$ cat config.mk
export PLATFORM = sky130hd
export DESIGN_NAME = access_decide
export DESIGN_NICKNAME = d
export VERILOG_FILES = /design/src/rtl/dom_subpage_checker_pkg.sv /design/src/rtl/access_decide.sv
export SDC_FILE = /design/constraint.sdc
export NUM_CORES = 1
export LEC_CHECK = 0
export BUFFER_PORTS_ARGS = -buffer_cell sky130_fd_sc_hd__buf_4
export CORE_AREA = 2 2 39 41
export DETAILED_ROUTE_END_ITERATION = 7
export DIE_AREA = 0 0 41 43
export GPL_ROUTABILITY_DRIVEN = 0
export MAX_ROUTING_LAYER = met4
export PLACE_DENSITY = 0.77
export SYNTH_ARGS = -nofsm -noshare
export SYNTH_HDL_FRONTEND = slang
export SYNTH_SLANG_ARGS = --single-unit
$ cat constraint.sdc
create_clock -name vclk -period 2.25
set_clock_uncertainty 0.2 [all_clocks]
set_input_delay 0.225 -clock vclk [all_inputs]
set_output_delay 0.225 -clock vclk [all_outputs]
set_load 0.05 [all_outputs]
$ cat src/rtl/dom_subpage_checker_pkg.sv
// Package: shared constants and types of the domain and sub-page access checker.
// Assumes a 32-bit virtual address with 1 MB sections, 4 KB pages and 1 KB sub-pages.
package dom_subpage_checker_pkg;

    localparam int ADDR_W      = 32;
    localparam int SECT_SHIFT  = 20;
    localparam int PAGE_SHIFT  = 12;
    localparam int SUB_SHIFT   = 10;
    localparam int SECT_TAG_W  = ADDR_W - SECT_SHIFT;
    localparam int PAGE_TAG_W  = ADDR_W - PAGE_SHIFT;
    localparam int SUB_W       = PAGE_SHIFT - SUB_SHIFT;
    localparam int N_SUB       = 1 << SUB_W;
    localparam int DOM_W       = 4;
    localparam int N_DOM       = 1 << DOM_W;
    localparam int FIELD_W     = 2;
    localparam int DCR_W       = N_DOM * FIELD_W;
    localparam int PERM_W      = 2;
    localparam int PERMS_W     = N_SUB * PERM_W;

    // Sub-page permission codes; 2'b11 behaves as no-access.
    typedef enum logic [PERM_W-1:0] {
        PERM_NONE = 2'b00,
        PERM_RO   = 2'b01,
        PERM_RW   = 2'b10,
        PERM_RSV  = 2'b11
    } perm_e;

    // Fault kinds reported on the response; DOMAIN doubles as the grant value.
    typedef enum logic [1:0] {
        KIND_DOMAIN = 2'b00,
        KIND_TRANS  = 2'b01,
        KIND_PAGE   = 2'b10,
        KIND_PERM   = 2'b11
    } kind_e;

    // Programming port targets.
    typedef enum logic [1:0] {
        SEL_SECT = 2'd0,
        SEL_DCR  = 2'd1,
        SEL_PAGE = 2'd2,
        SEL_NONE = 2'd3
    } sel_e;

endpackage

$ cat src/rtl/access_decide.sv
// Module: access_decide
// The combinational verdict for one access. It checks, in priority order:
//   1. section presence;
//   2. the domain-control field of the section's domain;
//   3. page presence;
//   4. the permission of the addressed 1 KB sub-page against the access direction.
// Assumes its inputs come from the section table, the control word and the page
// table of the same cycle. The clock and reset serve the embedded checks only.
module access_decide
    import dom_subpage_checker_pkg::*;
(
    input  logic               clk,
    input  logic               rst_n,
    input  logic               sect_hit,
    input  logic [DOM_W-1:0]   sect_dom,
    input  logic [DCR_W-1:0]   dcr,
    input  logic               page_hit,
    input  logic [PERMS_W-1:0] page_perms,
    input  logic [SUB_W-1:0]   sub_sel,
    input  logic               is_write,
    output logic               grant,
    output kind_e              kind
);

    logic [FIELD_W-1:0] dom_field;
    perm_e              sel_perm;
    logic               may_read;
    logic               may_write;

    // Pick the control field and the sub-page permission that apply.
    always_comb begin
        dom_field = dcr[sect_dom*FIELD_W +: FIELD_W];
        sel_perm  = perm_e'(page_perms[sub_sel*PERM_W +: PERM_W]);
        may_read  = (sel_perm == PERM_RO) || (sel_perm == PERM_RW);
        may_write = (sel_perm == PERM_RW);
    end

    // Apply the checks in priority order.
    always_comb begin
        grant = 1'b0;
        kind  = KIND_DOMAIN;
        if (!sect_hit) begin
            kind = KIND_TRANS;
        end else if (dom_field == 2'b00) begin
            kind = KIND_DOMAIN;
        end else if (!page_hit) begin
            kind = KIND_PAGE;
        end else if (is_write ? !may_write : !may_read) begin
            kind = KIND_PERM;
        end else begin
            grant = 1'b1;
        end
    end


    grant_needs_all_chk: assert property (@(posedge clk) disable iff (!rst_n)
        grant |-> (sect_hit && page_hit
                   && (dcr[sect_dom*FIELD_W +: FIELD_W] != 2'b00)
                   && (page_perms[sub_sel*PERM_W +: PERM_W] != 2'b00)
                   && (page_perms[sub_sel*PERM_W +: PERM_W] != 2'b11)));


    write_grant_rw_chk: assert property (@(posedge clk) disable iff (!rst_n)
        (grant && is_write) |-> (page_perms[sub_sel*PERM_W +: PERM_W] == 2'b10));

endmodule

==> results_dict.tcl, run 1 <==
set metrics [dict create \
    status "finished, final reports clean" \
    vias 562 \
    cp-start-kind "primary input" \
    syn_nets 98 \
    gr-total-overflow 0 \
    preCtsSetupSlack_ps 4.366 \
    layout_common_cells "50 x buf_4, 6 x nor3_1, 3 x nor3b_1, 3 x inv_1" \
    nNetsFinal 150 \
    postPlaceCellArea_um2 752.0 \
    die_w_um 41 \
    min_period_ps 2176 \
    drv_slew 0 \
    yosys_warnings 0 \
    grtUsageTotal_pct 13.86 \
    grt_pass1_wl_mm 1.787 \
    place_hpwl_mm 1.099 \
    post_cts_buffers 0 \
    drv_cap 0 \
    drt-pass1-iter-count 4 \
    seq_cells 0 \
    yosys-top-cells-area "mux4_2 13%, nor3_1 10%, nor3b_1 6.6%" \
    netlist.area_leader.share_pct 13.14 \
    antenna_found_initial 0 \
    n_clock_buffer 0 \
    grt_pass1_vias 517 \
    syn_to_final_growth_pct 127.7 \
    start_util_pct 24.77 \
    cp-end-kind "output port" \
    synth.avg_cell_area_um2 7.453 \
    io_buffers 52 \
    ir_drop_mv 0.1349 \
    syn_inst 46 \
    cp_max_fo 2 \
    syn_area_um2 342.8 \
    slew_headroom_pct 77.29 \
    die_height_um 43 \
    final_cell_area_um2 780.7 \
    ys_types 28 \
    required_ps 1820 \
    drive_gt1_share_pct 67.71 \
    power_density_nw_per_um2 213.6 \
    synth_top_cell_by_area "mux4_2" \
    rsz0062_at_grt "no" \
    crit_type "primary input to output port" \
    viasPerCell 5.018 \
    final_common_cell "buf_4" \
    core_area_um2 1384 \
    routed_wl_mm 1.255 \
    min_period_over_period_pct 96.73 \
    grt_max_degree 12 \
    num_rows 14 \
    leakagePower_nw 0.3631 \
    cts_hold_buf 0 \
    regArea_um2 0 \
    hold_viol 0 \
    num-fill-cells 135 \
    setup_ws_ps 73.54 \
    fmax_mhz 459.5 \
    report.final.setup_viol 0 \
    ys_seq_area_share_pct 0 \
    initialDrtViolationCount 1 \
    cp.arrival_ps 1750 \
    hp-class "primary input to output port" \
    die_area_um2 1763 \
    diodes 0 \
    drtAntennaViolNets 0 \
    drcViolationCount 0 \
    worstMarginPinSlew_ps 338.8 \
    ios 54 \
    wl_per_cell_um 11.21 \
    multiInputGateArea_um2 347.8 \
]
area by class of cell:
type	instances	share of cell area, %
multi-input combinational	40	44.55
tap	16	2.564
timing repair buffer	52	50.96
inverter	4	1.923
worst max-delay path, cell delays in order:
cell	delay, ps
buf_4	100
mux4_2	490
inv_2	80
ha_4	190
mux2i_1	170
nand2_1	110
a211oi_2	190
buf_6	190
through the flow:
stage / TNS (ps) / util, % / hold slack [ps] / power [mW] / instances
global route: 0 / 56.42 / 583.8 / 0.1808 / 112
finish: 0 / 56.42 / 573.6 / 0.1668 / 112
global placement: 0 / 54.34 / 598.9 / 0.1548 / 112
detailed placement: 0 / 54.34 / 603.4 / 0.1586 / 112
floorplan: -111.0 / - / 406.4 / 0.07655 / 46
CTS: 0 / 54.34 / 604.3 / 0.1589 / 112
timing repair:
item / CTS / global route
endpoints found under the setup margin: 0 / 3
gates resized for setup: 0 / 6
endpoints found under the hold margin: 0 / 0
routing by layer:
metal / track usage [%] / up-vias / wire length [um]
met5: - / - / 0
met4: 0 / 0 / 0
met3: 0.5236 / 0 / 195
met2: 29.06 / 35 / 639
met1: 13.10 / 243 / 420
li1: - / 284 / -
worst paths after layout:
check / startpoint / endpoint / cells past startpoint
min: sect_hit / kind[0] / 3
max: sub_sel[0] / grant / 8
where the power goes:
part / switching [mW] / internal, mW / leakage (nW)
sequential: 0 / 0 / 0
combinational: 0.0710 / 0.0958 / 0.363
clock: 0 / 0 / 0
cells in the mapped netlist (2+ instances only):
master,count
or2_2,2
mux4_2,2
inv_1,4
o311a_1,2
o21ai_0,2
nand2_1,2
a21oi_1,3
nor3b_1,3
nor3_1,7
kinds of logic after synthesis:
group / share of synthesized area, %
AND/OR/NAND/NOR: 39.05
adder cells (fa/ha/maj): 3.649
AO/OA/AOI/OAI: 32.12
buffers and inverters: 9.121
multiplexers: 16.06
(Power assumes the default switching activity.)
==> inputs of run 2 (changes only) <==
--- a/config.mk
+++ b/config.mk
@@ -5,13 +5,14 @@
 export SDC_FILE = /design/constraint.sdc
 export NUM_CORES = 1
 export LEC_CHECK = 0
+export ABC_AREA = 1
 export BUFFER_PORTS_ARGS = -buffer_cell sky130_fd_sc_hd__buf_4
 export CORE_AREA = 2 2 39 41
 export DETAILED_ROUTE_END_ITERATION = 7
 export DIE_AREA = 0 0 41 43
 export GPL_ROUTABILITY_DRIVEN = 0
 export MAX_ROUTING_LAYER = met4
-export PLACE_DENSITY = 0.77
+export PLACE_DENSITY = 0.74
 export SYNTH_ARGS = -nofsm -noshare
 export SYNTH_HDL_FRONTEND = slang
 export SYNTH_SLANG_ARGS = --single-unit
==> results_dict.tcl, run 2 <==
set metrics [dict create \
    hp-start "sect_hit" \
    place_hpwl_mm 1.118 \
    synth_top_cell_by_area "nand2_1" \
    gr-total-overflow 0 \
    fin_hold_ws_ps 558.9 \
    diodes 0 \
    swShare_pct 42.76 \
    synth_fa_ha_area_share_pct 4.016 \
    cp.arrival_ps 1620 \
    worstMarginPinSlew_ps 213.2 \
    drcViolationCount 0 \
    drive_gt1_share_pct 43.44 \
    power_density_nw_per_um2 189.5 \
    syn_to_final_growth_pct 131.7 \
    cp-end-kind "output port" \
    hp-class "primary input to output port" \
    power_frac_seq_pct 0 \
    ios 54 \
    grt_max_degree 11 \
    antenna_found_initial 0 \
    ys_types 10 \
    grtUsageTotal_pct 14.33 \
    globalRouteMet3Util_pct 0.5236 \
    drtAntennaViolNets 0 \
    io_buffers 52 \
    slew_headroom_pct 85.64 \
    syn_area_um2 311.5 \
    comb_power_share_pct 100.0 \
    report.final.setup_viol 0 \
    syn_nets 122 \
    num_rows 14 \
    synth.avg_cell_area_um2 4.451 \
    die_w_um 41 \
    grt.busiest_layer "met2" \
    synth-simple-area-share_pct 55.02 \
    min_period_over_period_pct 90.99 \
    p_switching_mw 0.05851 \
    vias 624 \
    grt_pass1_vias 534 \
    instances_no_fill 138 \
    setup_ws_ps 202.7 \
    synthMuxAreaShare_pct 0 \
    synthXorXnorAreaFrac_pct 0 \
    grt_pass1_wl_mm 1.883 \
    drv_cap 0 \
    synth.most_common_cell "nand2_1" \
    fmax_mhz 488.4 \
    core_area_um2 1384 \
    layout_common_cells "52 x buf_4, 28 x nand2_1, 13 x o21ai_0" \
    required_ps 1820 \
    yosys-top-cells-area "nand2_1 34%, o21ai_0 21%, nand3_1 13%" \
    synth_compound_area_share_pct 30.12 \
    p_int_mw 0.07830 \
    yosys_warnings 0 \
    drt-pass1-iter-count 2 \
    min_period_ps 2047 \
    wl_per_cell_um 8.819 \
    hold_viol 0 \
    preCtsSetupSlack_ps 179.7 \
    cts_hold_buf 0 \
    whs_path_depth 3 \
    status "finished, final reports clean" \
    leakagePower_nw 0.4270 \
    rsz0062_at_grt "no" \
    cp-start-kind "primary input" \
    cp_max_fo 5 \
    num-fill-cells 164 \
    die_area_um2 1763 \
    use_met2_pct 26.56 \
    seq_cells 0 \
    final_common_cell "buf_4" \
    syn_inst 70 \
    cts_resized 0 \
    finalSetupTns_ps 0 \
    synth_top_family_by_area "simple AND/OR/NAND/NOR gates" \
    hold_end "kind[0]" \
    viasPerCell 4.522 \
    regArea_um2 0 \
    pwr-share-clk_pct 0 \
    ir_drop_mv 0.07402 \
    netlist.area_leader.share_pct 33.73 \
    drv_slew 0 \
    post_cts_buffers 0 \
    start_util_pct 22.51 \
    die_height_um 43 \
    ys_seq_area_share_pct 0 \
    initialDrtViolationCount 7 \
    routed_wl_mm 1.217 \
    n_clock_buffer 0 \
    nNetsFinal 176 \
    use_met1_pct 16.46 \
    synth_common_cells "28 x nand2_1, 13 x o21ai_0, 8 x inv_1, 8 x nand3_1, 7 x nor2_1" \
    place_inst 138 \
    crit_type "primary input to output port" \
    final_core_util_pct 52.17 \
]
-- run 2: cell types whose count changed in the layout (fill, tap and decap cells not counted), moves of 2 or more --
cell / before / now
nand2_1: 2 / 28
o21ai_0: 2 / 13
nand3_1: 0 / 8
nor2_1: 1 / 7
nor3_1: 6 / 0
inv_1: 3 / 8
nor3b_1: 3 / 0
a21oi_2: 2 / 0
buf_4: 50 / 52
buf_6: 2 / 0
mux4_2: 2 / 0
o311a_1: 2 / 0
or2_2: 2 / 0
-- run 2: worst max-delay path: stages --
cell and delay (ps):
buf_4 130, inv_1 90, nand2_1 60, a32o_1 220
ha_1 280, o21ai_0 220, nand2_1 100, nor2_1 110
buf_4 200
-- run 2: layout make-up --
class	instances	area, um^2	share of cell area (%)
multi-input combinational	61	277.8	38.47
tap	16	20.02	2.773
inverter	9	33.78	4.679
timing repair buffer	52	390.4	54.07
-- run 2: per-layer routing --
metal | part of all wire (%) | routed length, um | up-vias
met3 | 8.1 | 99 | 0
met4 | 0 | 0 | 0
li1 | - | - | 336
met5 | 0 | 0 | -
met1 | 41 | 497 | 265
met2 | 51 | 620 | 23
-- run 2: kinds of logic (layout without fill, tap and decap cells) --
kind of cell	after synthesis	count (layout)
AO/OA/AOI/OAI	17	17
adder cells (fa/ha/maj)	1	1
AND/OR/NAND/NOR	43	43
buffers and inverters	9	61
-- run 2: metrics by stage --
step,area (um^2),total power [mW]
CTS,721.9,0.1385
global route,721.9,0.1537
floorplan,311.5,0.05674
finish,721.9,0.1368
detailed placement,721.9,0.1383
global placement,721.9,0.1352
-- run 2: worst max path at each step --
stage                          start     to  cells after the start
after floorplan           sub_sel[0]  grant                      7
final                     sub_sel[0]  grant                      9
after CTS                 sub_sel[0]  grant                      9
after global routing      sub_sel[0]  grant                      9
after detailed placement  sub_sel[0]  grant                      9
after global placement    sub_sel[0]  grant                      9
-- run 2: power by group through the flow --
stage          combinational (mW)  clock (mW)  sequential [mW]
3_5_place_dp                0.138           0                0
6_report                    0.137           0                0
2_1_floorplan              0.0567           0                0
3_3_place_gp                0.135           0                0
4_1_cts                     0.139           0                0
5_1_grt                     0.154           0                0
